**src/rtl/pmm_pkg.sv**
```systemverilog
package pmm_pkg;

    typedef enum logic [1:0] {
        DIV_RSVD = 2'b00,
        DIV_FAST = 2'b01,
        DIV_LP1  = 2'b10,
        DIV_LP2  = 2'b11
    } div_sel_e;

    typedef struct packed {
        logic     we;
        div_sel_e div;
        logic     sb_en;
    } cfg_wr_t;

    function automatic logic is_low_power(div_sel_e m);
        return (m == DIV_LP1) || (m == DIV_LP2);
    endfunction

    // A move is allowed only if it keeps the setting or one side is the fast rate
    function automatic logic step_ok(div_sel_e from_m, div_sel_e to_m);
        if (to_m == DIV_RSVD)
            return 1'b0;
        if (to_m == from_m)
            return 1'b1;
        return (from_m == DIV_FAST) || (to_m == DIV_FAST);
    endfunction

endpackage

```
**src/rtl/pmm_mode_reg.sv**
```systemverilog
module pmm_mode_reg
    import pmm_pkg::*;
(
    input  logic     clk,
    input  logic     rst,
    input  cfg_wr_t  wr,
    input  logic     wake,
    input  logic     qual_rst,
    output div_sel_e set_q
);
    logic sb_q;

    always_ff @(posedge clk) begin
        if (rst || qual_rst) begin
            set_q <= DIV_FAST;
            sb_q  <= 1'b0;
        end else begin
            if (wr.we)
                sb_q <= wr.sb_en;
            // hardware switchback outranks a software write in the same clock
            if (sb_q && wake && is_low_power(set_q))
                set_q <= DIV_FAST;
            else if (wr.we && step_ok(set_q, wr.div))
                set_q <= wr.div;
        end
    end

endmodule

```
**src/rtl/pmm_divider.sv**
```systemverilog
module pmm_divider
    import pmm_pkg::*;
#(
    parameter int unsigned FAST_N   = 4,
    parameter int unsigned LP1_N    = 64,
    parameter int unsigned LP2_N    = 1024,
    parameter int unsigned MC_TICKS = 4,
    localparam int unsigned CNT_W   = $clog2(LP2_N)
) (
    input  logic     clk,
    input  logic     rst,
    input  div_sel_e set_q,
    output div_sel_e cur_q,
    output logic     mc_stb,
    output logic     tb_en
);
    logic [CNT_W-1:0] cnt;
    logic [CNT_W-1:0] lim;
    logic [CNT_W-1:0] sub_mask;

    function automatic int unsigned div_ratio(div_sel_e m);
        case (m)
            DIV_LP1: return LP1_N;
            DIV_LP2: return LP2_N;
            default: return FAST_N;
        endcase
    endfunction

    assign lim      = CNT_W'(div_ratio(cur_q) - 1);
    assign sub_mask = CNT_W'(div_ratio(cur_q) / MC_TICKS - 1);
    assign mc_stb   = (cnt == lim);
    assign tb_en    = ((cnt & sub_mask) == sub_mask);

    // rate is only swapped at a cycle end, where the counter restarts from zero
    always_ff @(posedge clk) begin
        if (rst) begin
            cnt   <= '0;
            cur_q <= DIV_FAST;
        end else if (mc_stb) begin
            cnt   <= '0;
            cur_q <= set_q;
        end else begin
            cnt   <= cnt + 1'b1;
        end
    end

endmodule

```
**src/rtl/pmm_rst_qual.sv**
```systemverilog
module pmm_rst_qual #(
    parameter int unsigned SYNC_N    = 2,
    parameter int unsigned QUAL_CLKS = 8,
    localparam int unsigned HW       = $clog2(QUAL_CLKS + 1)
) (
    input  logic clk,
    input  logic rst,
    input  logic pin,
    input  logic fast_mode,
    output logic qual
);
    logic [SYNC_N-1:0] sync_q;
    logic              rs;
    logic              rs_d;
    logic [HW-1:0]     hi_cnt;
    logic              edge_lat;

    assign rs = sync_q[SYNC_N-1];

    always_ff @(posedge clk) begin
        if (rst) begin
            sync_q   <= '0;
            rs_d     <= 1'b0;
            hi_cnt   <= '0;
            edge_lat <= 1'b0;
        end else begin
            sync_q <= {sync_q[SYNC_N-2:0], pin};
            rs_d   <= rs;
            if (!rs)
                hi_cnt <= '0;
            else if (hi_cnt != HW'(QUAL_CLKS))
                hi_cnt <= hi_cnt + 1'b1;
            if (!rs)
                edge_lat <= 1'b0;
            else if (!fast_mode && !rs_d)
                edge_lat <= 1'b1;
        end
    end

    assign qual = edge_lat || (fast_mode && (hi_cnt == HW'(QUAL_CLKS)));

endmodule

```
**src/rtl/clkdiv_pmm_ctrl.sv**
```systemverilog
module clkdiv_pmm_ctrl
    import pmm_pkg::*;
#(
    parameter int unsigned FAST_N   = 4,
    parameter int unsigned LP1_N    = 64,
    parameter int unsigned LP2_N    = 1024,
    parameter int unsigned MC_TICKS = 4,
    parameter int unsigned QUAL_MC  = 2,
    parameter int unsigned SYNC_N   = 2
) (
    input  logic       clk,
    input  logic       rst,
    input  logic       cfg_we,
    input  logic [1:0] cfg_div,
    input  logic       cfg_sben,
    input  logic       wake_evt,
    input  logic       rst_pin,
    input  logic       busy_in,
    output logic [1:0] cur_div,
    output logic       tb_en,
    output logic       mc_stb,
    output logic       rst_out,
    output logic       sts_busy
);
    localparam int unsigned QUAL_CLKS = QUAL_MC * FAST_N;

    cfg_wr_t  wr;
    div_sel_e set_q;
    div_sel_e cur_q;

    assign wr.we    = cfg_we;
    assign wr.div   = div_sel_e'(cfg_div);
    assign wr.sb_en = cfg_sben;

    pmm_mode_reg u_mode (
        .clk      (clk),
        .rst      (rst),
        .wr       (wr),
        .wake     (wake_evt),
        .qual_rst (rst_out),
        .set_q    (set_q)
    );

    pmm_divider #(
        .FAST_N   (FAST_N),
        .LP1_N    (LP1_N),
        .LP2_N    (LP2_N),
        .MC_TICKS (MC_TICKS)
    ) u_div (
        .clk    (clk),
        .rst    (rst),
        .set_q  (set_q),
        .cur_q  (cur_q),
        .mc_stb (mc_stb),
        .tb_en  (tb_en)
    );

    pmm_rst_qual #(
        .SYNC_N    (SYNC_N),
        .QUAL_CLKS (QUAL_CLKS)
    ) u_rq (
        .clk       (clk),
        .rst       (rst),
        .pin       (rst_pin),
        .fast_mode (cur_q == DIV_FAST),
        .qual      (rst_out)
    );

    always_ff @(posedge clk) begin
        if (rst)
            sts_busy <= 1'b0;
        else
            sts_busy <= busy_in;
    end

    assign cur_div = cur_q;

endmodule

```
**config.mk**
```make
export PLATFORM = sky130hd
export DESIGN_NAME = clkdiv_pmm_ctrl
export DESIGN_NICKNAME = d
export VERILOG_FILES = /design/src/rtl/pmm_pkg.sv /design/src/rtl/pmm_mode_reg.sv /design/src/rtl/pmm_divider.sv /design/src/rtl/pmm_rst_qual.sv /design/src/rtl/clkdiv_pmm_ctrl.sv
export SDC_FILE = /design/constraint.sdc
export NUM_CORES = 1
export LEC_CHECK = 0
export BUFFER_PORTS_ARGS = -buffer_cell sky130_fd_sc_hd__buf_2
export CORE_MARGIN = 1
export CORE_UTILIZATION = 55
export CTS_BUF_LIST = sky130_fd_sc_hd__clkbuf_8
export DETAILED_ROUTE_END_ITERATION = 6
export HOLD_SLACK_MARGIN = 0.06
export PLACE_DENSITY = 0.78
export SYNTH_ARGS = -nofsm -noshare
export SYNTH_HDL_FRONTEND = slang
export SYNTH_HIERARCHICAL = 1
export SYNTH_SLANG_ARGS = --single-unit
```
**constraint.sdc**
```tcl
create_clock -name clk -period 1.8 [get_ports clk]
set_clock_uncertainty 0.05 [all_clocks]
set_input_delay 0.18 -clock clk [delete_from_list [all_inputs] [get_ports clk]]
set_output_delay 0.18 -clock clk [all_outputs]
set_load 0.01 [all_outputs]
```
==> flow_summary.toml <==
[logic_synthesis]
syn_area_mm2 = 0.00117
synth_top_area_frac = 0.412
ys_top_cells_by_area = "dfxtp_1 (41%), ha_1 (6.4%), nor2_1 (5.5%)"
netlist-cell-type-count = 36
avgSynthCellArea_um2 = 9.80
synthCells = 119
syn_nets = 134
synth-warning-count = 6
yosys_register_bits = 24
yosys.area.top_type = "dfxtp_1"
ys_seq_area_frac = 0.412

[hold_path]
hold_class = "input pin to flop"

[route]
vias = 900
avgRoutedWirePerCell_um = 13.8
drc = 0
dr.pass1.iters = 4
routed_wl_um = 2330
vias_per_cell = 5.33
antenna_left = 0
drt_iter0_markers = 20

[clock_network]
path_clk_slew_ns = 0.09
insertion_delay_ns = 0.26
cts_tree = "built"
cts_num_sinks = 24
clockBufferDepth = 2
htree_levels = 1
root_buffer = "clkbuf_8"
holdBufCountCts = 0
numCtsBuffers = 3

[timing]
worst_pin_slew_ns = 0.354
max_clock_freq_mhz = 565
hold-worst-slack_ns = 0.0763
fin_crit_ns = 1.77
setup_ws_ns = 0.0293
finalSetupViolations = 0
slew_viol_final = 0
rsz0062_at_grt = "yes"
maxSlewHeadroom = 0.762
period_share = 0.984
hold_viol_final = 0

[outcome]
status = "finished, final reports clean"

[critical_path]
r2r_start = "u_div/cur_q[1]"
crit_required_ns = 1.57
ff2ff_setup_slack_ns = 0.10
worstSetupPathType = "flop to output port"
cp-startpoint = "u_div/cur_q[1]"
end_kind = "output port"
crit_fanout = 7
endpoint = "mc_stb"
critPathLaunchType = "flop"
r2r-end = "u_div/cnt[5]"
worst_ep_arrival_time_ns = 1.54
r2r_cells = 7

[global_routing]
grt_max_degree = 15
grt_pass1_wl_um = 3270
grt-ovfl-total = 0
first_global_vias = 748
grt_use_total = 0.213
antenna_found_initial = 0

[cells_and_area]
post-route-util = 0.732
nets = 158
final_cell_mix = "dfxtp_1 (21), nor2_1 (17), buf_2 (13), inv_1 (8), xnor2_1 (7)"
layout_commonest_cell = "dfxtp_1"
n_antenna_cell = 0
finalInstanceArea_mm2 = 0.00145
drive_gt1_frac = 0.317
area_delta_synth_final_pct = 24.4

[placed_design]
numPortBuffers = 14
postPlaceCellArea_mm2 = 0.00129
globalplace.congestion = 0.790
dp_hpwl_um = 1550
dp_slack_ns = 0.150

[power_and_ir_drop]
comb_power_share = 0.095
p_clk_frac = 0.412
p_sw_mw = 0.244
p_per_area_mw_per_mm2 = 790
p_leak_nw = 0.612
power_switching_share = 0.213
peakVddDrop_uv = 713
p_seq_frac = 0.493
internal_power_mw = 0.902

[floorplanning]
start_util = 0.588
die_area_mm2 = 0.00231
die_h_um = 48.0
io_pins = 15
die_w_um = 48.0
core_area_mm2 = 0.00198
placementRows = 16

[flow_run]
drv_cap = 0
[how the worst min path moves through the flow]
stage,from,end,slack [ns],depth (start not counted)
floorplan,rst,sts_busy,0.19,1
global placement,busy_in,sts_busy,0.35,2
detailed placement,rst_pin,u_rq/sync_q[0],0.36,2
CTS,rst_pin,u_rq/sync_q[0],0.08,2
global route,rst_pin,u_rq/sync_q[0],0.07,2
finish,rst_pin,u_rq/sync_q[0],0.08,2
[registers in the layout (all words and copies together), names as in the netlist]
register       flops
u_mode/sb_q        1
u_rq/rs_d          1
u_div/cur_q        2
u_rq/hi_cnt        4
u_rq/sync_q        2
u_mode/set_q       2
u_rq/edge_lat      1
sts_busy           1
u_div/cnt         10
[cells by family after synthesis]
group / synth area share
buf+inv: 0.0386
xor+xnor: 0.0751
flops: 0.412
simple gates: 0.265
mux: 0.0343
fa+ha+maj: 0.0644
compound gates: 0.111
[synth_stat cells (all sizes together)]
cell type and instances:
dfxtp 24, mux2i 4, a21o 1, nor3 2
nand3b 2, a22oi 1, nand2b 4, nor2b 6
ha 6, and4 2, buf 1, o21bai 2
nand2 4, and2 1, a21boi 1, or3b 1
a2111oi 2, o21ai 2, nor2 18, xnor2 7
nand3 5, nand4 2, a311oi 1, a21oi 3
inv 8, and3 5, clkbuf 1, xor2 3
[critical path, stage by stage (launching register included)]
cell and delay (ns):
dfxtp_2 0.34, buf_6 0.14, ha_4 0.26, and4_4 0.23, o21ai_4 0.07, nor2_4 0.12
buf_6 0.11
[through the flow]
stage	power [mW]	TNS [ns]	instances
2_1_floorplan	0.634	0	119
3_3_place_gp	0.663	0	163
3_5_place_dp	0.668	0	163
4_1_cts	1.15	0	168
5_1_grt	1.18	-0.0350	169
6_report	1.15	0	169
[routing by layer]
layer | track usage | share of wire | vias to the layer above
met5 | 0 | 0 | -
met4 | 0.122 | 0.022 | 0
met3 | 0.0377 | 0.032 | 6
met2 | 0.354 | 0.50 | 21
met1 | 0.257 | 0.44 | 426
li1 | - | - | 447
[final cells by class]
class,instances,area [um2]
clock buffers,3,41.3
clock inverters,1,30.0
fillers,150,532
inverters,8,30.0
multi-input cells,85,696
flip-flops and latches,24,487
well taps,27,33.8
repair buffers,21,133
[timing repair]
action | 4_1_cts | 5_1_grt
cloned | 0 | 0
endpoints found under the setup margin | 2 | 2
pin swaps | 1 | 5
resized for setup | 7 | 6
setup buffers | 1 | 1
[power groups by stage]
stage | Clock, mW | Combinational [mW] | Sequential, mW
2_1_floorplan | 0 | 0.0591 | 0.575
5_1_grt | 0.497 | 0.120 | 0.567
4_1_cts | 0.479 | 0.101 | 0.566
6_report | 0.472 | 0.109 | 0.565
3_3_place_gp | 0 | 0.0874 | 0.576
3_5_place_dp | 0 | 0.0905 | 0.578
(Power assumes the default switching activity.)
